==> config.mk <==
export PLATFORM = sky130hd
export DESIGN_NAME = dma_beat_addr_gen
export DESIGN_NICKNAME = d
export VERILOG_FILES = /design/src/rtl/dma_bag_pkg.sv /design/src/rtl/bag_stride_calc.sv /design/src/rtl/bag_addr_side.sv /design/src/rtl/bag_beat_counter.sv /design/src/rtl/dma_beat_addr_gen.sv
export SDC_FILE = /design/constraint.sdc
export NUM_CORES = 1
export LEC_CHECK = 0
export BUFFER_PORTS_ARGS = -buffer_cell sky130_fd_sc_hd__buf_2
export CORE_MARGIN = 3
export CORE_UTILIZATION = 50
export CTS_CLUSTER_DIAMETER = 150
export CTS_CLUSTER_SIZE = 30
export DETAILED_ROUTE_END_ITERATION = 6
export MAX_ROUTING_LAYER = met4
export PLACE_DENSITY = 0.82
export SLEW_MARGIN = 5
export SYNTH_ARGS = -nofsm -noshare
export SYNTH_HDL_FRONTEND = slang
export SYNTH_HIERARCHICAL = 1
export SYNTH_SLANG_ARGS = --single-unit
==> constraint.sdc <==
create_clock -name clk -period 8.4 [get_ports clk]
set_clock_uncertainty 0.2 [all_clocks]
set_input_delay 0 -clock clk [delete_from_list [all_inputs] [get_ports clk]]
set_output_delay 0 -clock clk [all_outputs]
set_load 0.02 [all_outputs]
==> src/rtl/dma_bag_pkg.sv <==
package dma_bag_pkg;

  localparam int NUM_SIDES = 2;
  localparam int SIDE_SRC  = 0;
  localparam int SIDE_DST  = 1;

  typedef enum logic [1:0] {
    BEAT_1B  = 2'd0,
    BEAT_2B  = 2'd1,
    BEAT_4B  = 2'd2,
    BEAT_RSV = 2'd3
  } beat_code_e;

  // log2 of the beat width in bytes; reserved code behaves as 4 bytes
  function automatic logic [1:0] beat_shift(input beat_code_e code);
    case (code)
      BEAT_1B: return 2'd0;
      BEAT_2B: return 2'd1;
      default: return 2'd2;
    endcase
  endfunction

endpackage

==> src/rtl/bag_stride_calc.sv <==
module bag_stride_calc
  import dma_bag_pkg::*;
#(
  parameter int ADDR_W = 32,
  parameter int STEP_W = 3
) (
  input  logic [1:0]        beat_code_i,
  input  logic [STEP_W-1:0] step_field_i,
  input  logic              use_step_i,
  output logic [ADDR_W-1:0] stride_o
);
  localparam int MAX_SHIFT = (2 ** STEP_W) - 1 + 2;
  localparam int SH_W      = $clog2(MAX_SHIFT + 1);

  logic [SH_W-1:0] shift;

  always_comb begin
    shift = SH_W'(beat_shift(beat_code_e'(beat_code_i)));
    if (use_step_i) begin
      shift = shift + SH_W'(step_field_i);
    end
    stride_o = ADDR_W'(1) << shift;
  end
endmodule

==> src/rtl/bag_addr_side.sv <==
module bag_addr_side #(
  parameter int ADDR_W = 32
) (
  input  logic              clk,
  input  logic              rst,
  input  logic              load_i,
  input  logic [ADDR_W-1:0] start_addr_i,
  input  logic              inc_i,
  input  logic [ADDR_W-1:0] stride_i,
  input  logic              advance_i,
  output logic [ADDR_W-1:0] addr_o
);
  logic [ADDR_W-1:0] addr_q;
  logic [ADDR_W-1:0] stride_q;
  logic              inc_q;

  always_ff @(posedge clk) begin
    if (rst) begin
      addr_q   <= '0;
      stride_q <= ADDR_W'(1);
      inc_q    <= 1'b0;
    end else if (load_i) begin
      addr_q   <= start_addr_i;
      stride_q <= stride_i;
      inc_q    <= inc_i;
    end else if (advance_i && inc_q) begin
      addr_q   <= addr_q + stride_q;
    end
  end

  assign addr_o = addr_q;

  assert_load_R2: assert property (@(posedge clk) disable iff (rst)
    load_i |=> addr_q == $past(start_addr_i));

  assert_fixed_hold_R3: assert property (@(posedge clk) disable iff (rst)
    (!load_i && !inc_q) |=> $stable(addr_q));

  assert_advance_R4: assert property (@(posedge clk) disable iff (rst)
    (!load_i && advance_i && inc_q) |=> addr_q == $past(addr_q) + $past(stride_q));

  assert_idle_hold_R9: assert property (@(posedge clk) disable iff (rst)
    (!load_i && !advance_i) |=> $stable(addr_q));

  assert_stride_onehot_R6: assert property (@(posedge clk) disable iff (rst)
    inc_q |-> $onehot(stride_q));
endmodule

==> src/rtl/bag_beat_counter.sv <==
module bag_beat_counter #(
  parameter int CNT_W = 16
) (
  input  logic             clk,
  input  logic             rst,
  input  logic             load_i,
  input  logic [CNT_W-1:0] count_i,
  input  logic             beat_i,
  output logic             advance_o,
  output logic [CNT_W-1:0] remaining_o,
  output logic             busy_o,
  output logic             done_o
);
  logic [CNT_W-1:0] rem_q;
  logic             busy_q;
  logic             done_q;

  assign advance_o = beat_i && busy_q && !load_i;

  always_ff @(posedge clk) begin
    if (rst) begin
      rem_q  <= '0;
      busy_q <= 1'b0;
      done_q <= 1'b0;
    end else if (load_i) begin
      rem_q  <= count_i;
      busy_q <= (count_i != '0);
      done_q <= (count_i == '0);
    end else if (advance_o) begin
      rem_q <= rem_q - CNT_W'(1);
      if (rem_q == CNT_W'(1)) begin
        busy_q <= 1'b0;
        done_q <= 1'b1;
      end
    end
  end

  assign remaining_o = rem_q;
  assign busy_o      = busy_q;
  assign done_o      = done_q;

  assert_dec_R7: assert property (@(posedge clk) disable iff (rst)
    (busy_q && beat_i && !load_i) |=> rem_q == $past(rem_q) - CNT_W'(1));

  assert_excl_R7: assert property (@(posedge clk) disable iff (rst)
    !(busy_q && done_q));

  assert_zero_R8: assert property (@(posedge clk) disable iff (rst)
    (load_i && count_i == '0) |=> (done_q && !busy_q));

  assert_ignore_R9: assert property (@(posedge clk) disable iff (rst)
    (!busy_q && !load_i) |=> ($stable(rem_q) && $stable(done_q)));
endmodule

==> src/rtl/dma_beat_addr_gen.sv <==
module dma_beat_addr_gen
  import dma_bag_pkg::*;
#(
  parameter int ADDR_W = 32,
  parameter int CNT_W  = 16,
  parameter int STEP_W = 3
) (
  input  logic              clk,
  input  logic              rst,
  input  logic              start_i,
  input  logic              beat_done_i,
  input  logic [ADDR_W-1:0] src_start_i,
  input  logic [ADDR_W-1:0] dst_start_i,
  input  logic [CNT_W-1:0]  beat_cnt_i,
  input  logic [1:0]        beat_code_i,
  input  logic              src_inc_i,
  input  logic              dst_inc_i,
  input  logic              step_sel_i,
  input  logic [STEP_W-1:0] step_field_i,
  output logic [ADDR_W-1:0] src_addr_o,
  output logic [ADDR_W-1:0] dst_addr_o,
  output logic [CNT_W-1:0]  remaining_o,
  output logic              busy_o,
  output logic              done_o
);
  logic                  advance;
  logic [ADDR_W-1:0]     side_start [NUM_SIDES];
  logic                  side_inc   [NUM_SIDES];
  logic                  side_use   [NUM_SIDES];
  logic [ADDR_W-1:0]     side_stride[NUM_SIDES];
  logic [ADDR_W-1:0]     side_addr  [NUM_SIDES];

  assign side_start[SIDE_SRC] = src_start_i;
  assign side_start[SIDE_DST] = dst_start_i;
  assign side_inc[SIDE_SRC]   = src_inc_i;
  assign side_inc[SIDE_DST]   = dst_inc_i;
  // step-select steers the multi-beat stride to exactly one side
  assign side_use[SIDE_SRC]   = step_sel_i;
  assign side_use[SIDE_DST]   = !step_sel_i;

  bag_beat_counter #(.CNT_W(CNT_W)) counter_i (
    .clk         (clk),
    .rst         (rst),
    .load_i      (start_i),
    .count_i     (beat_cnt_i),
    .beat_i      (beat_done_i),
    .advance_o   (advance),
    .remaining_o (remaining_o),
    .busy_o      (busy_o),
    .done_o      (done_o)
  );

  for (genvar g = 0; g < NUM_SIDES; g++) begin : g_side
    bag_stride_calc #(.ADDR_W(ADDR_W), .STEP_W(STEP_W)) stride_i (
      .beat_code_i  (beat_code_i),
      .step_field_i (step_field_i),
      .use_step_i   (side_use[g]),
      .stride_o     (side_stride[g])
    );

    bag_addr_side #(.ADDR_W(ADDR_W)) addr_i (
      .clk          (clk),
      .rst          (rst),
      .load_i       (start_i),
      .start_addr_i (side_start[g]),
      .inc_i        (side_inc[g]),
      .stride_i     (side_stride[g]),
      .advance_i    (advance),
      .addr_o       (side_addr[g])
    );
  end

  assign src_addr_o = side_addr[SIDE_SRC];
  assign dst_addr_o = side_addr[SIDE_DST];

  assert_restart_R12: assert property (@(posedge clk) disable iff (rst)
    start_i |=> (remaining_o == $past(beat_cnt_i) && src_addr_o == $past(src_start_i)
                 && dst_addr_o == $past(dst_start_i)));

  assert_late_beat_R9: assert property (@(posedge clk) disable iff (rst)
    (!busy_o && !start_i && beat_done_i) |=>
      ($stable(src_addr_o) && $stable(dst_addr_o) && $stable(remaining_o)));
endmodule

==> reports/summary.txt <==
Hold Crit Class: primary input to flip-flop
ys flop type: dfxtp_1
Top Ports: 174
EDFF count, synth: 0
WP data required: 8560 ps
vias in the first global route: 9668
# H-tree levels: 4
post-route minimum period: 3680 ps
Slew Viols, Final: 0
# DRC: 0
NetSw: 573 uW
status: finished, final reports clean
achievable clock frequency: 0.272 GHz
Port-buffer cells: 173
Yosys cell types: 72
Most Crowded Layer GR: met2
Syn-to-layout area delta: 24.0%
max cap viols: 0
met3 Usage GRT: 0.0466
sw frac: 0.289
detailed placer's ending HPWL: 19.8 mm
worst-skew pair later-pin latency: 410 ps
global route overflow: 0
setup TNS: 0 ps
first-pass GRT wire length: 47.3 mm
Root Driver: clkbuf_16
fin cells: 1732
worst slew pin tran: 883 ps
GRT Util Overall: 0.267
Seq/Total Area, Yosys: 0.294
DP Worst Slack: 5030 ps
Seq cells post-synth: 148
post-route ant nets: 0
Placed Cells: 1602
post-synthesis instance area: 0.0101 sq mm
met1 usage: 0.340
Chip Width: 148 um
core area: 0.0197 sq mm
DR pass1 iterations: 6
Vert. Die Dim: 148 um
postcts setup bufs: 0
PnR worst setup slack: 4720 ps
initial antenna violation count: 0
Initial Util: 0.513
largest net degree at the start of global routing: 81
GRT met2 Usage: 0.427
Yosys Warn Count: 6
Combinational Power Share: 0.212
crit-path max FO: 4
vias: 10100
LEAKAGE: 0.00573 uW
post-CTS resize count: 0
Cells after Synth: 1229
DR WL/cell: 17.0 um
# diodes: 0
die area: 0.0219 sq mm
ratio of cells with drive above 1 in the final layout: 0.167
final setup fails: 0
Hold Fails Final Rpt: 0
final core occ: 0.637
Starting DRT DRC Count: 834
final net count: 1618
FILL cells: 1637
Critical Path AT: 3840 ps
CTS tree: yes
Clock Pin Slew Worst Setup and Hold Paths: 60 ps
Reg power frac: 0.393
RSZ-0062 raised after global routing: false
fraction of registers with async set/reset: 0
internal cell power: 1410 uW
Avg Cell Area, Syn: 8.21 sq um
clock sink count: 148
Final Cycle Share: 0.438
total CTS buffers: 17
Clock Power Share: 0.394
Placer Congestion: 0.901
routed wire length: 29.4 mm
Startpoint Class: flip-flop
clock tree buffer depth: 2
PwrDens: 158 mW/mm^2
Via density: 5.84
Rel. slew slack: 0.411
Worst setup EP type: flip-flop
# rows: 51
total power: 1980 uW
Crit Path Class: flip-flop to flip-flop
maximum VDD drop: 0.132 mV
-- flip-flops by register name (all words and copies together) (netlist names) --
name,flops
counter_i/busy_o,1
counter_i/done_o,1
g_side.addr_i/addr_o,64
g_side.addr_i/stride_q,64
g_side.addr_i/inc_q,2
counter_i/remaining_o,16
-- cells in the mapped netlist, drive strengths merged, types with 6 or more instances --
| cell type | n | share of area |
|---|---|---|
| mux2i | 72 | 0.071 |
| nor4 | 14 | 0.0087 |
| or3 | 9 | 0.0058 |
| buf | 52 | 0.033 |
| clkbuf | 49 | 0.021 |
| o22ai | 8 | 0.0050 |
| ha | 68 | 0.084 |
| nand4 | 18 | 0.011 |
| and3 | 8 | 0.0050 |
| o21bai | 12 | 0.0089 |
| xor2 | 33 | 0.029 |
| or2 | 6 | 0.0037 |
| nand3 | 29 | 0.014 |
| a21oi | 121 | 0.062 |
| nor2b | 16 | 0.0099 |
| nor3 | 32 | 0.017 |
| nor2 | 155 | 0.058 |
| xnor2 | 31 | 0.027 |
| a21o | 36 | 0.027 |
| a311oi | 10 | 0.0087 |
| inv | 23 | 0.0086 |
| a22oi | 28 | 0.021 |
| dfxtp | 148 | 0.29 |
| o21ai | 41 | 0.020 |
| o31ai | 9 | 0.0094 |
| nand2 | 77 | 0.029 |
| a2111oi | 16 | 0.014 |
| a211oi | 26 | 0.020 |
-- metrics by stage --
step,cell area (sq um),hold WS [ps]
6_report,12500,49.8
3_5_place_dp,10900,75.8
4_1_cts,12500,34.7
5_1_grt,12500,69.9
2_1_floorplan,10200,-59.4
3_3_place_gp,10900,69.4
-- path summary, 6_finish.rpt --
| check | cells after the start | slack, ps | end | start |
|---|---|---|---|---|
| setup / recovery | 13 | 4720 | g_side[0].addr_i/addr_o[22] | g_side[0].addr_i/addr_o[0] |
| setup reg to reg | 13 | 4720 | g_side[0].addr_i/addr_o[22] | g_side[0].addr_i/addr_o[0] |
| hold reg to reg | 2 | 290 | g_side[0].addr_i/stride_q[0] | g_side[0].addr_i/stride_q[0] |
| hold / removal | 5 | 50 | g_side[0].addr_i/stride_q[12] | step_field_i[2] |
-- cell families after synthesis --
| kind of cell | count (synthesis) | synth area share |
|---|---|---|
| buf+inv | 124 | 0.0621 |
| fa+ha+maj | 72 | 0.0910 |
| xor+xnor | 64 | 0.0555 |
| other cells | 2 | 0.000744 |
| flops | 148 | 0.294 |
| mux | 72 | 0.0714 |
| compound gates | 354 | 0.239 |
| simple gates | 393 | 0.186 |
-- repair_timing --
item                                   4_1_cts  5_1_grt
setup endpoints to repair                    0        0
hold buffers                               100        0
endpoints found under the hold margin      117        0
-- final cells by class --
cell class / instances / area, sq um / share of cell area
Inverter: 23 / 86.3 / 0.00690
Multi-Input combinational cell: 987 / 6620 / 0.529
Clock buffer: 21 / 470 / 0.0376
Sequential cell: 148 / 2960 / 0.237
Tap cell: 265 / 332 / 0.0265
Clock inverter: 9 / 129 / 0.0103
Timing Repair Buffer: 279 / 1920 / 0.153
-- power by group through the flow --
stage	sequential, uW	combinational, uW	clock (uW)
after detailed placement	793	373	0
after CTS	778	412	796
after floorplan	815	250	0
final	779	421	781
after global placement	791	366	0
after global routing	784	458	827
-- worst max-delay path: stages (launching register included) --
cell and delay, ps:
dfxtp_1 320, ha_1 230, fa_1 400, a21o_1 190, a21oi_1 310, o21ai_1 130, nand2_1 190, o311a_1 240
nor2_2 90, a21boi_0 280, xnor2_1 190, nand2_1 120, a21oi_1 160, dlygate4sd3_1 550
-- cell usage in the layout, fill, tap and decap left out, types with 14 or more instances in the layout --
cell type,instances
a211oi_1,24
a21o_1,36
a21oi_1,115
a22oi_1,28
buf_2,171
clkbuf_16,17
conb_1,32
dfxtp_1,148
dlygate4sd3_1,100
ha_1,68
inv_1,23
mux2i_1,72
nand2_1,77
nand3_1,29
nand4_1,18
nor2_1,153
nor2b_1,16
nor3_1,30
nor4_1,14
o21ai_0,31
xnor2_1,31
xor2_1,33
-- metal layers --
metal / vias up / part of all wire / wire length (um)
li1: 4900 / - / -
met1: 4729 / 0.43 / 12700
met2: 409 / 0.46 / 13600
met3: 81 / 0.071 / 2080
met4: 0 / 0.035 / 1020
met5: - / 0 / 0
Power figures use the tool's default switching activity.
